<file path="config.mk">
export PLATFORM = sky130hd
export DESIGN_NAME = core_nap_ctrl
export DESIGN_NICKNAME = d
export VERILOG_FILES = /design/src/rtl/nap_pkg.sv /design/src/rtl/nap_entry_dec.sv /design/src/rtl/nap_evt_latch.sv /design/src/rtl/nap_wake_dec.sv /design/src/rtl/nap_mode_seq.sv /design/src/rtl/core_nap_ctrl.sv
export SDC_FILE = /design/constraint.sdc
export NUM_CORES = 1
export LEC_CHECK = 0
export CORE_MARGIN = 2
export CORE_UTILIZATION = 30
export CTS_BUF_LIST = sky130_fd_sc_hd__clkbuf_4
export DETAILED_ROUTE_END_ITERATION = 6
export GPL_ROUTABILITY_DRIVEN = 0
export PLACE_DENSITY = 0.62
export SETUP_SLACK_MARGIN = 0.1
export SLEW_MARGIN = 30
export SYNTH_ARGS = -nofsm -noshare
export SYNTH_HDL_FRONTEND = slang
export SYNTH_SLANG_ARGS = --single-unit
</file>
<file path="constraint.sdc">
create_clock -name clk -period 1.8 [get_ports clk]
set_clock_uncertainty 0.15 [all_clocks]
set_input_delay 0.36 -clock clk [delete_from_list [all_inputs] [get_ports clk]]
set_output_delay 0.36 -clock clk [all_outputs]
set_load 0.01 [all_outputs]
</file>
<file path="src/rtl/nap_pkg.sv">
package nap_pkg;

  typedef enum logic [1:0] {
    CAUSE_NONE = 2'b00,
    CAUSE_WFI  = 2'b01,
    CAUSE_WFE  = 2'b10,
    CAUSE_EXIT = 2'b11
  } cause_e;

  // Strobe priority: wait-for-interrupt, then wait-for-event, then handler exit.
  function automatic cause_e pick_cause(input logic wfi, input logic wfe, input logic exc);
    if (wfi)      return CAUSE_WFI;
    else if (wfe) return CAUSE_WFE;
    else if (exc) return CAUSE_EXIT;
    else          return CAUSE_NONE;
  endfunction

  // Whether a selected request may actually sleep.
  function automatic logic entry_allowed(input cause_e c, input logic deep,
                                         input logic on_exit, input logic irq_any,
                                         input logic evt_pend);
    logic ok;
    case (c)
      CAUSE_WFI:  ok = !deep && !irq_any;
      CAUSE_WFE:  ok = !deep && !evt_pend;
      CAUSE_EXIT: ok = !deep && on_exit && !irq_any;
      default:    ok = 1'b0;
    endcase
    return ok;
  endfunction

  // Exit rule chosen by the recorded cause.
  function automatic logic wake_rule(input cause_e c, input logic sev,
                                     input logic en_hit, input logic fresh_any,
                                     input logic evt);
    logic w;
    case (c)
      CAUSE_WFI, CAUSE_EXIT: w = en_hit;
      CAUSE_WFE:             w = evt || (sev && fresh_any);
      default:               w = 1'b0;
    endcase
    return w;
  endfunction

endpackage

</file>
<file path="src/rtl/nap_entry_dec.sv">
module nap_entry_dec
  import nap_pkg::*;
#(
  parameter int N_IRQ = 8
) (
  input  logic             awake,
  input  logic             wfi,
  input  logic             wfe,
  input  logic             exc,
  input  logic             deep,
  input  logic             on_exit,
  input  logic [N_IRQ-1:0] irq_pend,
  input  logic             evt_pend,
  output logic             enter,
  output cause_e           enter_cause,
  output logic             evt_consume
);

  function automatic logic any_line(input logic [N_IRQ-1:0] v);
    return |v;
  endfunction

  cause_e sel;
  logic   irq_any;

  always_comb begin
    irq_any     = any_line(irq_pend);
    sel         = awake ? pick_cause(wfi, wfe, exc) : CAUSE_NONE;
    enter       = entry_allowed(sel, deep, on_exit, irq_any, evt_pend);
    enter_cause = enter ? sel : CAUSE_NONE;
    evt_consume = (sel == CAUSE_WFE) && evt_pend;
  end

endmodule

</file>
<file path="src/rtl/nap_evt_latch.sv">
module nap_evt_latch (
  input  logic clk,
  input  logic rst_n,
  input  logic awake,
  input  logic wake_evt,
  input  logic consume,
  output logic evt_pend
);

  logic flag_q;

  always_ff @(posedge clk or negedge rst_n) begin
    if (!rst_n)
      flag_q <= 1'b0;
    else if (awake)
      flag_q <= (flag_q && !consume) || wake_evt;
  end

  assign evt_pend = flag_q;

endmodule

</file>
<file path="src/rtl/nap_wake_dec.sv">
module nap_wake_dec
  import nap_pkg::*;
#(
  parameter int N_IRQ = 8
) (
  input  logic             clk,
  input  logic             rst_n,
  input  logic             asleep,
  input  logic             enter,
  input  cause_e           cause,
  input  logic             sev_lat,
  input  logic [N_IRQ-1:0] irq_pend,
  input  logic [N_IRQ-1:0] irq_en,
  input  logic             wake_evt,
  output logic             en_hit,
  output logic             fresh_any,
  output logic             wake
);

  logic [N_IRQ-1:0] snap_q;
  logic [N_IRQ-1:0] fresh;

  // Per line: remember lines pending at entry; forget a line once it drops.
  for (genvar i = 0; i < N_IRQ; i++) begin : g_line
    always_ff @(posedge clk or negedge rst_n) begin
      if (!rst_n)
        snap_q[i] <= 1'b0;
      else if (enter)
        snap_q[i] <= irq_pend[i];
      else if (asleep)
        snap_q[i] <= snap_q[i] && irq_pend[i];
      else
        snap_q[i] <= 1'b0;
    end
    assign fresh[i] = irq_pend[i] && !snap_q[i];
  end

  always_comb begin
    en_hit    = |(irq_pend & irq_en);
    fresh_any = |fresh;
    wake      = asleep && wake_rule(cause, sev_lat, en_hit, fresh_any, wake_evt);
  end

endmodule

</file>
<file path="src/rtl/nap_mode_seq.sv">
module nap_mode_seq
  import nap_pkg::*;
(
  input  logic   clk,
  input  logic   rst_n,
  input  logic   enter,
  input  cause_e enter_cause,
  input  logic   wake,
  input  logic   lp_run,
  input  logic   sev_in,
  output logic   asleep,
  output cause_e cause,
  output logic   sev_lat,
  output logic   run_lp
);

  logic   asleep_q;
  cause_e cause_q;
  logic   sev_q;
  logic   lp_q;

  always_ff @(posedge clk or negedge rst_n) begin
    if (!rst_n) begin
      asleep_q <= 1'b0;
      cause_q  <= CAUSE_NONE;
      sev_q    <= 1'b0;
      lp_q     <= 1'b0;
    end else if (asleep_q) begin
      if (wake) begin
        asleep_q <= 1'b0;
        cause_q  <= CAUSE_NONE;
      end
    end else begin
      lp_q <= lp_run;
      if (enter) begin
        asleep_q <= 1'b1;
        cause_q  <= enter_cause;
        sev_q    <= sev_in;
      end
    end
  end

  assign asleep  = asleep_q;
  assign cause   = cause_q;
  assign sev_lat = sev_q;
  assign run_lp  = lp_q;

endmodule

</file>
<file path="src/rtl/core_nap_ctrl.sv">
module core_nap_ctrl
  import nap_pkg::*;
#(
  parameter int N_IRQ = 8
) (
  input  logic             clk,
  input  logic             rst_n,
  input  logic             wfi_i,
  input  logic             wfe_i,
  input  logic             exc_ret_i,
  input  logic             deep_sel_i,
  input  logic             exit_sleep_i,
  input  logic             pend_wake_i,
  input  logic             lp_run_i,
  input  logic [N_IRQ-1:0] irq_pend_i,
  input  logic [N_IRQ-1:0] irq_en_i,
  input  logic             wake_evt_i,
  output logic             clk_en_o,
  output logic             io_hold_o,
  output logic [1:0]       mode_o,
  output logic [1:0]       cause_o
);

  // Named internal events, also used by the bound checker.
  logic   asleep_w;
  logic   enter_w;
  logic   wake_w;
  logic   evt_pend_w;
  logic   evt_consume_w;
  logic   sev_lat_w;
  logic   run_lp_w;
  logic   en_hit_w;
  logic   fresh_any_w;
  cause_e enter_cause_w;
  cause_e cause_w;

  nap_entry_dec #(.N_IRQ(N_IRQ)) entry_i (
    .awake      (!asleep_w),
    .wfi        (wfi_i),
    .wfe        (wfe_i),
    .exc        (exc_ret_i),
    .deep       (deep_sel_i),
    .on_exit    (exit_sleep_i),
    .irq_pend   (irq_pend_i),
    .evt_pend   (evt_pend_w),
    .enter      (enter_w),
    .enter_cause(enter_cause_w),
    .evt_consume(evt_consume_w)
  );

  nap_evt_latch evt_i (
    .clk     (clk),
    .rst_n   (rst_n),
    .awake   (!asleep_w),
    .wake_evt(wake_evt_i),
    .consume (evt_consume_w),
    .evt_pend(evt_pend_w)
  );

  nap_wake_dec #(.N_IRQ(N_IRQ)) wake_i (
    .clk      (clk),
    .rst_n    (rst_n),
    .asleep   (asleep_w),
    .enter    (enter_w),
    .cause    (cause_w),
    .sev_lat  (sev_lat_w),
    .irq_pend (irq_pend_i),
    .irq_en   (irq_en_i),
    .wake_evt (wake_evt_i),
    .en_hit   (en_hit_w),
    .fresh_any(fresh_any_w),
    .wake     (wake_w)
  );

  nap_mode_seq seq_i (
    .clk        (clk),
    .rst_n      (rst_n),
    .enter      (enter_w),
    .enter_cause(enter_cause_w),
    .wake       (wake_w),
    .lp_run     (lp_run_i),
    .sev_in     (pend_wake_i),
    .asleep     (asleep_w),
    .cause      (cause_w),
    .sev_lat    (sev_lat_w),
    .run_lp     (run_lp_w)
  );

  assign clk_en_o  = !asleep_w;
  assign io_hold_o = asleep_w;
  assign mode_o    = {asleep_w, run_lp_w};
  assign cause_o   = cause_w;

endmodule

</file>
# Word level (Yosys, flattened, before mapping)
# Index checks and enable logic that the tools add are counted.
[op_classes]
n_eq_ne = 7
mux = 28
bitwise_logic = 2
reduce_logical = 46
[op_table]
columns = ["op", "count"]
rows = [
  ["logical AND 1 bit", 24],
  ["OR reduction 8 bit", 3],
  ["2-to-1 mux 1 bit", 19],
  ["2-to-1 mux 2 bit", 7],
  ["zero test 1 bit", 13],
  ["AND 8 bit", 1],
  ["== test 2 bit, second input constant", 4],
  ["== test 2 x 1 -> 1 bit, second input constant", 2],
  ["AND reduction 2 bit", 2],
  ["one-hot mux 1 bit (3 select lines)", 1],
  ["logical OR 1 bit", 2],
  ["!= test 2 x 1 -> 1 bit, second input constant", 1],
  ["one-hot mux 1 bit (2 select lines)", 1],
  ["nonzero test 2 bit", 1],
  ["OR reduction 2 bit", 1],
  ["inverter 1 bit", 1],
]
[totals]
ff_bits = 14
in_bits = 26
out_inout_bits = 6
wordCells = 96

# Depth between registers and ports, before layout
[logic_depth]
word_depth = 9
mapped_depth = 6
depth_no_buf = 5

# By module
# A second synthesis with hierarchy kept.
[unflattened]
cells_unflattened = 89
area_unflattened_um2 = 818.3
[by_module_without_submodules]
columns = ["module", "instances", "cells_per_inst", "area_each_um2", "seq_area_each_um2"]
rows = [
  ["nap_wake_dec", 1, 51, 422.9, 200.2],
  ["nap_mode_seq", 1, 14, 211.5, 125.1],
  ["nap_entry_dec", 1, 18, 127.6, 0.0],
  ["nap_evt_latch", 1, 3, 37.5, 25.0],
  ["core_nap_ctrl", 1, 3, 18.8, 0.0],
]

# Least setup slack after synthesis
# Ideal clock, no wire load.
[synth_path]
path_kind = "register to register"
start = "reg seq_i.asleep_q (netlist: seq_i.asleep)"
end = "reg seq_i.cause_q[1] (netlist: seq_i.cause[1])"
setup_ns = 0.126
t_arrival_ns = 1.564
t_required_ns = 1.524
slack_ns = -0.040
path_stages_with_launch = 7
n_path_buf = 1
synth_period_minus_slack_ns = 1.840
path_cell_list = "dfrtp_1 > nor4_2 > o2111ai_1 > nor2_2 > nor2_1 > buf_6 > a221o_1"
[synth_between]
elab_chain_len = 5
word_cells_on_any_way = 11
cone_classes = "eq/ne (4); mux (4); reduce/logical (3)"
[synth_rtl]
columns = ["element", "line_no", "text"]
rows = [
  ["from (decl)", "nap_mode_seq.sv:17", "logic asleep_q;"],
  ["from (signal assigned)", "nap_mode_seq.sv:24", "asleep_q <= 1'b0;"],
  ["from (signal assigned)", "nap_mode_seq.sv:30", "asleep_q <= 1'b0;"],
  ["from (signal assigned)", "nap_mode_seq.sv:36", "asleep_q <= 1'b1;"],
  ["2-to-1 mux 2 bit", "nap_entry_dec.sv:28", "sel = awake ? pick_cause(wfi, wfe, exc) : CAUSE_NONE;"],
  ["== test 2 bit or == test 2 x 1 -> 1 bit (tied branches)", "nap_pkg.sv:23", "case (c)"],
  ["one-hot mux 1 bit (3 select lines)", "nap_pkg.sv:23", ""],
  ["nonzero test 2 bit (no source line)", "--", ""],
  ["AND reduction 2 bit (no source line)", "--", ""],
  ["to (signal assigned)", "nap_mode_seq.sv:37", "cause_q <= enter_cause;"],
  ["to (decl)", "nap_mode_seq.sv:18", "cause_e cause_q;"],
]
# Parallel ways exist; a longest one is shown, timed or not. The select of a mux whose other input is x is not followed.
# A chain may end at the register's enable or synchronous reset.

# Worst setup path after layout
[layout_path]
start = "in irq_pend_i[7]"
end = "reg seq_i.cause_q[1] (netlist: seq_i.cause[1])"
[layout_between]
elab_chain_len = 8
word_cells_on_any_way = 16
cone_classes = "eq/ne (1); mux (2); bitwise (1); reduce/logical (12)"
[layout_rtl]
columns = ["element", "line_no", "text"]
rows = [
  ["from (decl)", "core_nap_ctrl.sv:15", "input logic [N_IRQ-1:0] irq_pend_i,"],
  ["logical AND 1 bit", "nap_wake_dec.sv:35", "assign fresh[i] = irq_pend[i] && !snap_q[i];"],
  ["OR reduction 8 bit", "nap_wake_dec.sv:40", "fresh_any = |fresh;"],
  ["logical AND 1 bit", "nap_pkg.sv:39", "CAUSE_WFE: w = evt || (sev && fresh_any);"],
  ["logical OR 1 bit", "nap_pkg.sv:39", ""],
  ["one-hot mux 1 bit (2 select lines)", "nap_pkg.sv:37", "case (c)"],
  ["logical AND 1 bit", "nap_wake_dec.sv:41", "wake = asleep && wake_rule(cause, sev_lat, en_hit, fresh_any, wake_evt);"],
  ["!= test 2 x 1 -> 1 bit (no source line)", "--", ""],
  ["AND reduction 2 bit (no source line) *", "--", ""],
]
# Mark *: on every way between the ends. The rest lies on a longest branch, timed or not.

==> flow_summary.toml <==
[run_status]
run_status = "completed"

[final_layout]
layout_common_cells = "18 x clkdlybuf4s50_1, 18 x buf_4, 13 x dfrtp_1"
number_of_fill_cells_in_the_layout = 221
fin_area_um2 = 1330
layout_cells_sized_above_1_pct = 35.3
finalNetCount = 160
number_of_antenna_diodes = 0
growth_of_design_area_from_synthesis_to_finish_pct = 78.7

[critical_path]
regToRegEndpoint = "seq_i.cause[1]"
timing.setup.critical_path_class = "input pin to register"
critical_path.startpoint_type = "input pin"
worstPathCellList = "clkdlybuf4s50_1, inv_1, o22ai_1, o41ai_2, and3b_1, a221o_1"
worstPathMaxFanout = 3
worstPathRequired_ns = 1.82
cpPeakStageDelay_ns = 0.52
critical_path.endpoint_type = "register"
register_to_register_setup_slack_ns = 0.03
cp.arrival_ns = 1.81
origin_of_the_critical_flop_to_flop_path = "seq_i.asleep"
reg2reg_depth = 6
crit_path_top_delay_cell = "clkdlybuf4s50_1"

[clock_tree]
cts_made_buffers = 3
clk_latency_ns = 0.28
cts_buffer_depth = 2
cts.sinks = 14
clk_transition_reported_paths_ns = 0.09
ctsRootBufferMaster = "clkbuf_4"
htree_num_levels = 1
cts_tree = "built"
cts-hold-fix-buffers = 0

[logic_synthesis]
post_synth_num_cell_types = 28
syn-mean-instance-area_um2 = 9.21
synth-async-reset-ratio_pct = 100
ys_seq_area_share_pct = 47.0
ys_ff_latch = 14
post_synth_instance_area_um2 = 746
synth-main-ff-cell = "dfrtp_1"
synth_enable_flop_cells = 0
synth-warning-count = 0
synthCells = 81
net_count_after_synthesis = 107

[die]
floorplan.initialDensity_pct = 30.9
number_of_top_level_design_ports = 32
rows = 18
area_of_the_core_um2 = 2410
die_area_um2 = 2900
die_x_um = 53.9
die-height_um = 53.9

[sta]
max_freq_ghz = 0.556
number_of_hold_slack_violations_in_the_final_timing_report = 0
final_slew_violations = 0
layout_worst_path_cycle_share_pct = 99.9
worstMarginPinSlew_ns = 0.316
period_minus_slack_ns = 1.80
final.setup.worst_slack_ns = 0.00129
rsz0062_at_grt = "yes"
setup_viol = 0
maxSlewHeadroom_pct = 78.7

[place]
placedInstanceArea_um2 = 1180
io_buffers = 31
hpwlAfterDp_um = 1750
dp_worst_setup_slack_ns = -0.456

[route]
drt_drc_violations_left = 0
route.vias.total = 813
detail_route.wl_per_cell_um = 15.0
routed_wl_um = 2450
maxUsedRoutingLayer = "met4"
antenna_violating_nets_post_route = 0
wl_met1_um = 1110
router_iterations_before_antenna_repair = 4
drt_iter0_markers = 11
detail_route.vias_per_cell = 4.99
met3_wirelength_um = 113
routed-wl-met2_um = 1210

[job]
max-cap-violations = 0

[power]
p_sw_share_pct = 33.0
ir_drop_mv = 0.383
power.clock.fraction_pct = 18.1
power-per-cell-area_nw_per_um2 = 786
cellInternalPower_w = 0.000701
p_leak_nw = 0.646
p_sw_w = 0.000346
pwr-share-comb_pct = 44.2
power.sequential.fraction_pct = 37.7

[global_routing]
grt_pass1_vias = 866
globalRoute.totalOverflow = 0
antenna_found_initial = 0
global_route.usage.total_pct = 18.7
grt_pass1_wl_um = 3860
grt_start_max_net_pins = 15

[min_path]
min_path_type = "input pin to asynchronous set/reset pin"
power by group through the flow:
stage                     combinational [W]  clock [W]  sequential, W
after floorplan                    0.000187          0       0.000407
after global placement             0.000376          0       0.000416
after detailed placement           0.000379          0       0.000418
after CTS                          0.000477   0.000190       0.000393
after global routing               0.000500   0.000208       0.000401
final                              0.000463   0.000189       0.000395
through the flow:
| stage | hold WS, ns | util, % | power [W] | TNS [ns] | std cells |
|---|---|---|---|---|---|
| 6_report | 0.229 | 55.3 | 0.00105 | 0 | 163 |
| 5_1_grt | 0.259 | 55.3 | 0.00111 | -0.0514 | 163 |
| 4_1_cts | 0.232 | 55.4 | 0.00106 | -0.0106 | 163 |
| 3_5_place_dp | 0.337 | 48.8 | 0.000797 | -3.82 | 152 |
| 3_3_place_gp | 0.331 | 48.8 | 0.000792 | -3.73 | 152 |
| 2_1_floorplan | -0.0856 | - | 0.000594 | 0 | 81 |
repair_timing:
| item | 4_1_cts | 5_1_grt |
|---|---|---|
| gates cloned | 1 | 0 |
| endpoints found under the setup margin | 17 | 17 |
| pin swaps | 4 | 4 |
| setup buffers | 6 | 0 |
| gates resized for setup | 33 | 8 |
state kept, by name (all words and copies together), names as in the netlist:
name            count
seq_i.cause         2
wake_i.snap_q       8
seq_i.run_lp        1
seq_i.sev_lat       1
evt_i.evt_pend      1
seq_i.asleep        1
cells by family after synthesis:
logic type             synth area share, %
AND/OR/NAND/NOR                       17.3
buffers and inverters                 9.06
multiplexers                          3.02
AO/OA/AOI/OAI                         23.7
flip-flops                            47.0
worst max-delay path by stage:
stage	start	end	slack, ns	cells after the start
finish	irq_pend_i[7]	seq_i.cause[1]	0.001	6
global route	seq_i.asleep	seq_i.cause[1]	-0.03	6
detailed placement	irq_pend_i[2]	seq_i.cause[1]	-0.46	7
global placement	irq_pend_i[2]	seq_i.cause[1]	-0.42	7
CTS	seq_i.asleep	seq_i.cause[1]	-0.01	7
floorplan	deep_sel_i	seq_i.cause[1]	0.11	6
synth_stat cells (all sizes together), types with 2 or more instances:
cell	count	area (µm²)
a21o	2	15.0
a21oi	8	40.0
a22oi	4	30.0
buf	3	26.3
dfrtp	14	350
inv	10	37.5
mux2	2	22.5
nand2	9	33.8
nor2	5	21.3
nor2b	3	18.8
nor3	3	15.0
nor4	2	18.8
o22ai	4	25.0
cell type report:
cell class                 instances  area (µm²)  area share (%)
sequential                        14         352            26.4
multi-input combinational         53         417            31.3
timing repair buffer              52         463            34.7
clock inverter                     1        3.75           0.282
inverter                          10        37.5            2.82
clock buffer                       3        22.5            1.69
tap                               30        37.5            2.82
layer usage:
metal  vias to the layer above  track usage [%]
met1                       391             23.5
met3                         2             2.78
li1                        393                -
met5                         -                0
met2                        27             33.5
met4                         0             3.85
worst max-delay path, delay by kind of cell:
kind,cells,cell delay (ns)
and+or+nand+nor,1,0.18
AOI/OAI and AO/OA,3,0.67
buffers and inverters,2,0.61
Power figures use the tool's default switching activity.
